### config.mk
export PLATFORM = sky130hd
export DESIGN_NAME = hn_rx
export DESIGN_NICKNAME = d
export VERILOG_FILES = /design/src/rtl/hn_pkg.sv /design/src/rtl/hn_sync.sv /design/src/rtl/hn_frame.sv /design/src/rtl/hn_rx.sv
export SDC_FILE = /design/constraint.sdc
export NUM_CORES = 1
export LEC_CHECK = 0
export BUFFER_PORTS_ARGS = -buffer_cell sky130_fd_sc_hd__buf_2
export CAP_MARGIN = 20
export CORE_MARGIN = 4
export CORE_UTILIZATION = 52
export DETAILED_ROUTE_END_ITERATION = 8
export GPL_TIMING_DRIVEN = 0
export PLACE_DENSITY_LB_ADDON = 0.12
export SLEW_MARGIN = 20
export SYNTH_ARGS = -nofsm -noshare
export SYNTH_HDL_FRONTEND = slang
export SYNTH_SLANG_ARGS = --single-unit
export TNS_END_PERCENT = 30
### constraint.sdc
create_clock -name clk -period 2.1 [get_ports clk]
set_input_delay 0.21 -clock clk [delete_from_list [all_inputs] [get_ports clk]]
set_output_delay 0.21 -clock clk [all_outputs]
set_load 0.02 [all_outputs]
### src/rtl/hn_pkg.sv
package hn_pkg;
    typedef enum logic [2:0] {
        ST_IDLE,
        ST_ADDR,
        ST_ACK_ARM,
        ST_ACK_DRIVE,
        ST_DATA,
        ST_OVER,
        ST_SKIP
    } hn_state_t;

    localparam int unsigned BYTE_W = 8;
endpackage

### src/rtl/hn_sync.sv
module hn_sync #(
    parameter int unsigned STAGES = 2
) (
    input  logic clk,
    input  logic rst_n,
    input  logic scl_in,
    input  logic sda_in,
    output logic scl_lvl,
    output logic sda_lvl,
    output logic scl_rise,
    output logic scl_fall,
    output logic start_det,
    output logic stop_det
);
    localparam int unsigned LINES = 2;

    logic [LINES-1:0] raw;
    logic [LINES-1:0] lvl;
    logic [LINES-1:0] prv;

    assign raw = {sda_in, scl_in};

    for (genvar g = 0; g < LINES; g++) begin : g_line
        logic [STAGES-1:0] chain;
        always_ff @(posedge clk or negedge rst_n) begin
            if (!rst_n) chain <= '1;
            else        chain <= {chain[STAGES-2:0], raw[g]};
        end
        assign lvl[g] = chain[STAGES-1];
    end

    always_ff @(posedge clk or negedge rst_n) begin
        if (!rst_n) prv <= '1;
        else        prv <= lvl;
    end

    assign scl_lvl   = lvl[0];
    assign sda_lvl   = lvl[1];
    assign scl_rise  = lvl[0] & ~prv[0];
    assign scl_fall  = ~lvl[0] & prv[0];
    assign start_det = lvl[0] & prv[0] & prv[1] & ~lvl[1];
    assign stop_det  = lvl[0] & prv[0] & ~prv[1] & lvl[1];
endmodule

### src/rtl/hn_frame.sv
module hn_frame
    import hn_pkg::*;
#(
    parameter logic [6:0]  HOST_ADDR = 7'h08,
    parameter int unsigned NBYTES    = 3
) (
    input  logic clk,
    input  logic rst_n,
    input  logic sda_lvl,
    input  logic scl_rise,
    input  logic scl_fall,
    input  logic start_det,
    input  logic stop_det,
    output logic ack_low,
    output logic frame_ok,
    output logic frame_bad,
    output logic [NBYTES-1:0][BYTE_W-1:0] cap_bytes
);
    localparam int unsigned CW = $clog2(NBYTES + 2);
    localparam logic [BYTE_W-1:0] MATCH = {HOST_ADDR, 1'b0};

    hn_state_t state, nxt;
    logic [2:0]        bitcnt;
    logic [CW-1:0]     nbytes;
    logic [BYTE_W-2:0] shreg;
    logic [BYTE_W-1:0] byte_in;
    logic              last_bit;
    logic              matched;

    assign byte_in  = {shreg, sda_lvl};
    assign last_bit = scl_rise && (bitcnt == 3'd7);

    always_ff @(posedge clk or negedge rst_n) begin
        if (!rst_n) state <= ST_IDLE;
        else        state <= nxt;
    end

    always_comb begin
        nxt = state;
        if (start_det) begin
            nxt = ST_ADDR;
        end else if (stop_det) begin
            nxt = ST_IDLE;
        end else begin
            unique case (state)
                ST_IDLE, ST_OVER, ST_SKIP: nxt = state;
                ST_ADDR:      if (last_bit) nxt = (byte_in == MATCH) ? ST_ACK_ARM : ST_SKIP;
                ST_ACK_ARM:   if (scl_fall) nxt = ST_ACK_DRIVE;
                ST_ACK_DRIVE: if (scl_fall) nxt = ST_DATA;
                ST_DATA:      if (last_bit) nxt = (nbytes == CW'(NBYTES)) ? ST_OVER : ST_ACK_ARM;
                default:      nxt = ST_IDLE;
            endcase
        end
    end

    always_comb begin
        matched   = (state == ST_ACK_ARM) || (state == ST_ACK_DRIVE) ||
                    (state == ST_DATA)    || (state == ST_OVER);
        ack_low   = (state == ST_ACK_DRIVE);
        frame_ok  = stop_det && (state == ST_DATA) &&
                    (nbytes == CW'(NBYTES)) && (bitcnt <= 3'd1);
        frame_bad = (stop_det || start_det) && matched && !frame_ok;
    end

    always_ff @(posedge clk or negedge rst_n) begin
        if (!rst_n) begin
            bitcnt    <= '0;
            nbytes    <= '0;
            shreg     <= '0;
            cap_bytes <= '0;
        end else if (start_det) begin
            bitcnt <= '0;
            nbytes <= '0;
        end else if (state == ST_ACK_DRIVE && scl_fall) begin
            bitcnt <= '0;
        end else if (scl_rise && (state == ST_ADDR || state == ST_DATA)) begin
            shreg  <= byte_in[BYTE_W-2:0];
            bitcnt <= bitcnt + 3'd1;
            if (state == ST_DATA && bitcnt == 3'd7 && nbytes < CW'(NBYTES)) begin
                for (int i = 0; i < int'(NBYTES); i++) begin
                    if (nbytes == CW'(i)) cap_bytes[i] <= byte_in;
                end
                nbytes <= nbytes + CW'(1);
            end
        end
    end
endmodule

### src/rtl/hn_rx.sv
module hn_rx
    import hn_pkg::*;
#(
    parameter logic [6:0]  HOST_ADDR   = 7'h08,
    parameter int unsigned SYNC_STAGES = 2
) (
    input  logic        clk,
    input  logic        rst_n,
    input  logic        scl_in,
    input  logic        sda_in,
    input  logic        clr,
    output logic        sda_pull_low,
    output logic        irq,
    output logic [7:0]  dev_addr,
    output logic [15:0] status_word,
    output logic        malformed,
    output logic        overrun
);
    localparam int unsigned NB = 3;

    logic scl_lvl, sda_lvl, scl_rise, scl_fall, start_det, stop_det;
    logic frame_ok, frame_bad, pending;
    logic [NB-1:0][BYTE_W-1:0] cap_bytes;

    hn_sync #(.STAGES(SYNC_STAGES)) u_sync (
        .clk(clk), .rst_n(rst_n), .scl_in(scl_in), .sda_in(sda_in),
        .scl_lvl(scl_lvl), .sda_lvl(sda_lvl), .scl_rise(scl_rise),
        .scl_fall(scl_fall), .start_det(start_det), .stop_det(stop_det)
    );

    hn_frame #(.HOST_ADDR(HOST_ADDR), .NBYTES(NB)) u_frame (
        .clk(clk), .rst_n(rst_n), .sda_lvl(sda_lvl), .scl_rise(scl_rise),
        .scl_fall(scl_fall), .start_det(start_det), .stop_det(stop_det),
        .ack_low(sda_pull_low), .frame_ok(frame_ok), .frame_bad(frame_bad),
        .cap_bytes(cap_bytes)
    );

    assign pending = irq && !clr;

    always_ff @(posedge clk or negedge rst_n) begin
        if (!rst_n) begin
            irq         <= 1'b0;
            overrun     <= 1'b0;
            malformed   <= 1'b0;
            dev_addr    <= '0;
            status_word <= '0;
        end else begin
            if (clr) begin
                irq       <= 1'b0;
                overrun   <= 1'b0;
                malformed <= 1'b0;
            end
            if (frame_ok && !pending) begin
                irq         <= 1'b1;
                dev_addr    <= cap_bytes[0];
                status_word <= {cap_bytes[2], cap_bytes[1]};
            end
            if (frame_ok && pending) overrun <= 1'b1;
            if (frame_bad)           malformed <= 1'b1;
        end
    end
endmodule

After elaboration in Yosys (flattened, before gate mapping)
Cells that the tools add are included.
- input bits: 5
- flip-flop bits (word level): 73
- word-level logic and storage cells: 105
- equal/unequal tests: 17
- bitwise gates (word level): 13
- mux-type cells: 20
- magnitude comparators: 2
- reductions and logical operators: 36
- add/sub/neg operators: 2
- operators by type and width (operator ; number):
    2-to-1 mux 3 bit ; 15
    AND reduction 5 bit ; 4
    != test 4 x 1 -> 1 bit, second input constant ; 4
    one-hot mux 3 bit (5 select lines) ; 1
    logical AND 1 bit ; 13
    equality test 3 x 2 -> 1 bit, second input constant ; 4
    equality test 3 bit, second input constant ; 4
    nonzero test 2 bit ; 5
    equality test 8 x 5 -> 1 bit, second input constant ; 1
    bitwise AND 1 bit ; 7
    adder 3 x 1 -> 3 bit, second input constant ; 2
    equality test 3 x 1 -> 1 bit, second input constant ; 2
    zero test 3 bit ; 2
    inverter 1 bit ; 6
    AND reduction 3 bit ; 2
    logical OR 1 bit ; 5
    2-to-1 mux 1 bit ; 4
    less-or-equal comparator 3 x 1 -> 1 bit, second input constant ; 1
    zero test 1 bit ; 3
    less-than comparator 3 x 2 -> 1 bit, second input constant ; 1
    != test 3 x 1 -> 1 bit, second input constant ; 1
    nonzero test 3 bit ; 1
    OR reduction 3 bit ; 1
    != test 2 x 1 -> 1 bit, second input constant ; 1

Logic depth before layout (Yosys ltp)
Gate-level depths: netlist (run 1).
- depth in word-level cells: 9
- gate-level depth with buffers: 7

Hierarchy
A second synthesis (run 1) with hierarchy kept.
- cells, all modules: 208
- area, all modules: 3203.1 um2
- by module, submodules not included (module ; sequential area each (um2) ; cells each ; times used ; area an instance (um2)):
    hn_frame ; 1001.0 ; 138 ; 1 ; 1899.3
    hn_rx ; 675.6 ; 60 ; 1 ; 1113.6
    hn_sync ; 157.7 ; 10 ; 1 ; 190.2

Least setup slack after synthesis (run 1)
Ideal clock, no wire load.
- path kind: register -> register
- from: register u_sync.g_line[1].chain[1]
- to: register dev_addr[0]
- arrival: 1.907 ns
- library setup time: 0.125 ns
- path slack: 0.068 ns
- path buffers: 2
- stages on the path, launching flop included: 8
- cell sequence: dfstp_2 -> buf_2 -> and4b_1 -> o21ai_0 -> nor3_1 -> nand2_1 -> buf_2 -> mux2_2
- longest elaborated chain between the ends: 5
- ends and longest elaborated chain (element ; RTL line ; text):
    start: declaration ; hn_sync.sv:24 ; logic [STAGES-1:0] chain;
    start signal: assignment ; hn_sync.sv:27 ; else chain <= {chain[STAGES-2:0], raw[g]};
    bitwise AND 1 bit ; hn_sync.sv:42 ; assign stop_det = lvl[0] & prv[0] & ~prv[1] & lvl[1];
    logical AND 1 bit (2 in series) ; hn_frame.sv:60 ; frame_ok = stop_det && (state == ST_DATA) &&
    logical AND 1 bit ; hn_frame.sv:61 ; (nbytes == CW'(NBYTES)) && (bitcnt <= 3'd1);
    logical AND 1 bit ; hn_rx.sv:53 ; if (frame_ok && !pending) begin
    end signal: assignment ; hn_rx.sv:55 ; dev_addr <= cap_bytes[0];
    end: declaration ; hn_rx.sv:14 ; output logic [7:0] dev_addr,
Every way passes these cells.
A chain may end at the register's enable or synchronous reset.

Worst setup path after layout (run 1)
- from: register u_frame.state[0]
- to: register u_frame.state[2]
- longest elaborated chain between the ends: 5
- elaborated cells on any way between the ends: 17
- classes of those cells: eq/ne: 11; mux: 3; reduce/logical: 3
- ends and longest elaborated chain (element ; RTL line ; text):
    start: declaration ; hn_frame.sv:22 ; hn_state_t state, nxt;
    start signal: assignment ; hn_frame.sv:35 ; else state <= nxt;
    equality test 3 bit / zero test 3 bit (equally long branches) ; hn_frame.sv:45 ; unique case (state)
    OR reduction 3 bit ; hn_frame.sv:45 ;
    one-hot mux 3 bit (5 select lines) ; hn_frame.sv:45 ;
    2-to-1 mux 3 bit ; hn_frame.sv:42 ; end else if (stop_det) begin
    2-to-1 mux 3 bit ; hn_frame.sv:40 ; if (start_det) begin
Parallel ways exist; a longest one is shown, timed or not.

==> metrics.md, run 1 <==
| Metric | Value |
|---|---|
| Status | `complete, no violations` |
| Area growth, synth to finish | `17.9%` |
| Routed WL | `5230 um` |
| Worst-Margin Slew | `0.626 ns` |
| Critical Path AT | `2.26 ns` |
| Critical path class | `reg -> reg` |
| Critical Path Sink Type | `flop` |
| Final slew viol count | `0` |
| Final Util | `63.9%` |
| Post-synth top flop | `dfrtp_1` |
| Final Wtd Congestion | `0.812` |
| Grt ovf | `0` |
| Hold WC Path Type | `in -> reg` |
| Synth Cell Area | `0.00302 mm2` |
| Main combinational cell family by area after synthesis | `multiplexers` |
| CTS tree | `yes` |
| Routed Antenna Nets | `0` |
| Max-Cap Viols | `0` |
| Most frequent cell after synthesis | `dfrtp_1` |
| DR WL/cell | `15.2 um` |
| # diodes | `0` |
| Mux contribution to synthesized area | `20.5%` |
| Ranking of synthesized cells by area | `dfrtp_1 56%, mux2_2 20%, dfstp_2 5.2%, ha_1 3.3%, nand2_1 1.6%` |
| Rows | `27` |
| Peak supply drop | `0.678 mV` |
| Die Area | `0.00709 mm2` |
| First-pass GRT wire length | `9400 um` |
| Fin Setup TNS | `0 ns` |
| Routed vias/inst | `5.23` |
| Yosys warning total | `0` |
| Count of final setup violators | `0` |
| Tcrit/Tclk final | `96.4%` |
| GRT Resource Usage Total | `16.9%` |
| CTS H-tree lvls | `3` |
| Clock slew at reported path FFs | `0.07 ns` |
| Initial antenna violation count | `0` |
| Initial Util | `54.2%` |
| Die Height | `84.2 um` |
| Synth Area in Simple Gates | `6.84%` |
| Pre-Repair DR Iteration Count | `6` |
| Num CTS Buffers | `9` |
| NumNets Final | `280` |
| Max frequency | `494 MHz` |
| Maximum clock path buffer count | `2` |
| Share of cells above drive strength 1 | `45.6%` |
| Clock latency on the worst-skew pair | `0.34 ns` |
| Data required time of the worst path | `2.33 ns` |
| Die W | `84.2 um` |
| Startpoint types | `flop` |
| Dpl ws | `-0.402 ns` |
| RSZ-0062 raised after global routing | `yes` |
| Share of flip-flops with an asynchronous set or reset | `100%` |
| Xor/xnor cell area share of the yosys netlist | `1.16%` |
| Hpwl dp | `3510 um` |
| Adder-cell share of the synthesized area | `3.31%` |
| Post-Synthesis Net Count | `230` |
| Root buf cell | `clkbuf_8` |
| Synth cell count leaders | `67 x dfrtp_1, 53 x mux2_2, 13 x nand2_1, 10 x nor2_1` |
| Initial DRC Count | `80` |
| Gate Count Post-Synth | `217` |
| Max_slew headroom | `58.2%` |
| Final worst path period need | `2.02 ns` |
| Post-synthesis sequential area ratio | `60.7%` |
| Post-synth EDFFs | `0` |
| Worst Skew | `0.00957 ns` |
| Yosys cell types | `35` |
| Worst setup margin | `0.0766 ns` |
| Critical path peak fanout | `8` |
| Total chip power | `3.03 mW` |
| PD cells | `850 mW/mm2` |
| Vias in the first global route | `1,911` |
| Yosys top cell area share | `55.5%` |
| Leak pwr | `1.87 nW` |
| # clock sinks | `73` |
| Vias | `1,798` |
| DRC Markers | `0` |
| Ports | `33` |
| Yosys top cell by area | `dfrtp_1` |
| I/O Buffers | `32` |
| FF+latch count, synth | `73` |
| Final hold violations | `0` |
| Total core area | `0.00557 mm2` |
| Avg Inst Size Synth | `13.9 um2` |
| Largest net degree at the start of global routing | `60` |
| Compound-Gate Fraction of Synth Area | `5.22%` |
==> worst paths after layout <==
path                                           start                        end  slack (ns)  depth (start not counted)
max                                 u_frame.state[0]           u_frame.state[2]        0.08                          7
min                                              clr                    overrun        0.05                          2
max reg2reg                         u_frame.state[0]           u_frame.state[2]        0.08                          7
min reg2reg                u_sync.g_line[1].chain[0]  u_sync.g_line[1].chain[1]        0.36                          0
max in group asynchronous                      rst_n  u_sync.g_line[1].chain[0]        1.23                          3
min in group asynchronous                      rst_n            status_word[13]        0.27                          2
==> area by class of cell <==
type | instances | area [um2]
clock inverters | 2 | 13.8
well taps | 72 | 90.1
flip-flops and latches | 73 | 1840
fillers | 450 | 2010
multi-input cells | 129 | 1140
inverters | 8 | 30.0
plain buffers | 6 | 38.8
clock buffers | 14 | 163
repair buffers | 40 | 250
==> cells by family after synthesis <==
group                    Yosys count
AO/OA/AOI/OAI                     21
XOR/XNOR                           4
adder cells (fa/ha/maj)            8
buffers and inverters             15
flip-flops                        73
multiplexers                      55
AND/OR/NAND/NOR                   41
==> cells in the final DEF, fill, tap and decap left out, types with 2 or more instances in the layout <==
cell type      Yosys  final
clkbuf_1           2      5
nand3_1            2      2
inv_1              8      8
dfstp_2            6      6
o21ai_0            8      8
dfrtp_1           67     65
nor2_1            10     10
xor2_1             2      2
ha_1               8      8
buf_2              4     32
a21oi_1            5      5
dlygate4sd3_1      0      3
a22o_1             2      2
buf_4              0      7
dfrtp_2            0      2
o41ai_1            2      2
mux2_2            53     53
xnor2_1            2      2
nand2_1           13     12
clkbuf_8           0     11
nand2b_1           2      2
nand2_2            3      3
==> sequential cells by signal, summed over array words and instances, names as in the netlist <==
register and flops:
irq 1, u_frame.cap_bytes 24, overrun 1, u_frame.state 3, u_frame.shreg 7, u_sync.prv 2, malformed 1, u_frame.bitcnt 3
status_word 16, dev_addr 8, u_frame.nbytes 3, u_sync.g_line.chain 4
==> power breakdown <==
part	switching (mW)	leakage [nW]	internal, mW
Sequential	0.0909	0.990	1.49
Clock	0.489	0.0907	0.496
Combinational	0.269	0.786	0.194
Total	0.848	1.87	2.18
==> worst max-delay path: stages, from the launching register on <==
cell	delay (ns)
dfrtp_1	0.37
buf_6	0.13
xor2_1	0.19
and3_1	0.18
clkbuf_1	0.20
a221oi_2	0.48
o21ai_0	0.16
a22o_1	0.21
==> metrics by stage <==
step	hold slack (ns)	cell area, um2	instances
after floorplan	-0.0856	3020	217
after global placement	0.315	3270	321
after detailed placement	0.0909	3300	322
after CTS	0.0311	3550	345
after global routing	0.0455	3560	344
final	0.0525	3560	344
==> layer usage <==
| layer | global-route usage (%) | up-vias | routed length, um |
|---|---|---|---|
| met1 | 22.0 | 889 | 2420 |
| met5 | 0 | - | 0 |
| met4 | 7.02 | 0 | 110 |
| li1 | - | 867 | - |
| met2 | 26.6 | 33 | 2510 |
| met3 | 4.71 | 9 | 192 |
==> timing repair <==
item / in CTS / in global routing
endpoints found under the hold margin: 16 / 0
setup buffers: 4 / 0
gates cloned: 0 / 0
endpoints found under the setup margin: 48 / 46
resized for setup: 4 / 4
hold buffers: 3 / 0
pin swaps: 2 / 0
(Power assumes the default switching activity.)
==> inputs of run 2 (changes only) <==
==> constraint.sdc (replaced) <==
create_clock -name clk -period 1.6 [get_ports clk]
set_input_delay 0.16 -clock clk [delete_from_list [all_inputs] [get_ports clk]]
set_output_delay 0.16 -clock clk [all_outputs]
set_load 0.02 [all_outputs]
==> metrics.md, run 2 (synthesis gave the netlist of run 1 again) <==
| Metric | Value |
|---|---|
| Rows | `27 (unchanged)` |
| Most frequent cells in the layout | `64 x dfrtp_1, 53 x mux2_2, 30 x buf_2` |
| Worst Skew | `0.0122 ns (+0.00264 ns)` |
| Routed Antenna Nets | `0 (unchanged)` |
| Reg2reg start | `u_frame.nbytes[0]` |
| Critical path peak fanout | `5 (-3)` |
| Total chip power | `4.37 mW (+44%)` |
| Max_slew headroom | `74.9% (+17 points)` |
| Clock slew at reported path FFs | `0.08 ns (about the same)` |
| PD cells | `1120 mW/mm2 (+32%)` |
| Crit. Startpoint | `u_frame.nbytes[0]` |
| Count of final setup violators | `54 (+54)` |
| GRT Resource Usage Total | `16.2% (-0.63 points)` |
| Initial Util | `54.2% (unchanged)` |
| Worst-Margin Slew | `0.373 ns (-0.253 ns)` |
| # clock sinks | `73 (unchanged)` |
| Worst setup margin | `-0.209 ns (-0.285 ns)` |
| M1 wire length | `2500 um (+3.5%)` |
| Final slew viol count | `0 (unchanged)` |
| Critical path class | `reg -> reg` |
| Met3 WL | `245 um (+28%)` |
| First-pass GRT wire length | `9030 um (-4.0%)` |
| Data required time of the worst path | `1.83 ns (-0.50 ns)` |
| Share of cells above drive strength 1 | `55.2% (+9.6 points)` |
| Met2 wire length | `2820 um (+12%)` |
| Multi-input combinational cell area | `0.00129 mm2 (+13%)` |
| DRC Markers | `0 (unchanged)` |
| Area taken by flip-flops and latches | `0.00184 mm2 (about the same)` |
| Root buf cell | `clkbuf_8` |
| Die W | `84.2 um (unchanged)` |
| Clock latency on the worst-skew pair | `0.34 ns (about the same)` |
| Num CTS Buffers | `9 (unchanged)` |
| Tcrit/Tclk final | `113% (+17 points)` |
| Die Height | `84.2 um (unchanged)` |
| Critical Path Sink Type | `flop` |
| # diodes | `0 (unchanged)` |
| Commonest non-fill, non-tap cell in the layout | `dfrtp_1` |
| Initial antenna violation count | `0 (unchanged)` |
| NumNets Final | `296 (+5.7%)` |
| DR WL/cell | `15.6 um (+2.6%)` |
| Vias | `1,891 (+5.2%)` |
| Leak pwr | `2.00 nW (+7.2%)` |
| Die Area | `0.00709 mm2 (unchanged)` |
| CTS tree | `yes` |
| Max frequency | `553 MHz (+12%)` |
| I/O Buffers | `32 (unchanged)` |
| Max-Cap Viols | `0 (unchanged)` |
| Final hold violations | `0 (unchanged)` |
| Fin Setup TNS | `-9.31 ns (-9.31 ns)` |
| Routed vias/inst | `5.25 (+0.50%)` |
| Dpl ws | `-0.594 ns (-0.192 ns)` |
| Largest reg by FF count | `u_frame.cap_bytes` |
| Largest net degree at the start of global routing | `61 (+1.7%)` |
| Top layer in use | `met4` |
| Status | `finished, violations left` |
| Filler cells | `383 (-15%)` |
| Hold WC Path Type | `in -> async` |
| Max reg flops | `24 (unchanged)` |
| Ports | `33 (unchanged)` |
| Final worst path period need | `1.81 ns (-0.215 ns)` |
| Total core area | `0.00557 mm2 (unchanged)` |
| Grt ovf | `0 (unchanged)` |
| Startpoint types | `flop` |
| Maximum clock path buffer count | `2 (unchanged)` |
| Vias in the first global route | `1,901 (-0.52%)` |
| Initial DRC Count | `75 (-6.3%)` |
| Hpwl dp | `3450 um (-1.7%)` |
| RSZ-0062 raised after global routing | `yes` |
| Final Wtd Congestion | `0.801 (-1.4%)` |
| Routed WL | `5620 um (+7.4%)` |
| Area growth, synth to finish | `28.9%` |
| Critical Path AT | `2.03 ns (-0.23 ns)` |
| CTS H-tree lvls | `3 (unchanged)` |
| Registers with the most flip-flops | `u_frame.cap_bytes: 24 flops, status_word: 16 flops, dev_addr: 8 flops` |
| Pre-Repair DR Iteration Count | `4 (-2)` |
| Peak supply drop | `0.915 mV (+35%)` |
| Failing checks | `negative setup slack` |
-- run 2: cell count changes in the layout (fill, tap and decap cells not counted), moves of 3 or more --
cell     before  now
o21ai_0       8    4
nand2_2       3    0
buf_4         7   17
nor2_1       10    7
nand2_4       1    4
o21ai_1       0    3
buf_6         1    8
ha_1          8    5
-- run 2: final timing paths --
| check | end | slack [ns] | depth (start not counted) |
|---|---|---|---|
| max in group asynchronous | u_sync.prv[1] | 0.79 | 3 |
| min in group clk | u_sync.g_line[1].chain[1] | 0.36 | 0 |
| hold / removal | dev_addr[0] | 0.21 | 2 |
| setup reg to reg | status_word[1] | -0.21 | 7 |
| setup / recovery | status_word[1] | -0.21 | 7 |
| hold reg to reg | u_sync.g_line[1].chain[1] | 0.36 | 0 |
-- run 2: power by group --
part | leakage, nW | total [mW] | internal (mW) | switching (mW)
logic | 0.924 | 0.906 | 0.430 | 0.476
clock network | 0.0889 | 1.38 | 0.728 | 0.650
registers | 0.988 | 2.08 | 1.95 | 0.127
total | 2.00 | 4.37 | 3.11 | 1.25
-- run 2: stage by stage --
stage	instances	hold WS (ns)	area (um2)	util (%)
after floorplan	217	-0.136	3070	-
after global placement	321	0.265	3320	59.6
after detailed placement	322	0.0350	3350	60.2
after CTS	349	0.214	3710	66.6
after global routing	360	0.218	3890	69.8
final	360	0.211	3890	69.8
-- run 2: cell type report --
type / instances / area share [%]
Clock buffer: 14 / 3.66
Sequential cell: 73 / 47.2
Tap cell: 72 / 2.31
Buffer: 6 / 1.93
Multi-Input combinational cell: 129 / 33.1
Timing Repair Buffer: 56 / 10.0
Inverter: 8 / 0.771
Clock inverter: 2 / 0.996
-- run 2: per-layer routing --
metal / GRT usage [%] / vias up
met4: 4.39 / 0
met3: 5.89 / 9
met5: 0 / -
met1: 20.8 / 948
li1: - / 893
met2: 26.3 / 41
-- run 2: critical path: stages, from the launching register on --
cell,delay [ns]
dfrtp_2,0.42
ha_1,0.17
ha_2,0.20
nand3_2,0.12
nor3_4,0.24
nand2_4,0.10
buf_4,0.16
mux2_2,0.27
-- run 2: repair_timing --
item                       4_1_cts  5_1_grt
pin swaps                        5       14
setup buffers                    8       11
hold buffers                     4        0
setup endpoints to repair       61       59
resized for setup               18       28
hold endpoints to repair        73        0
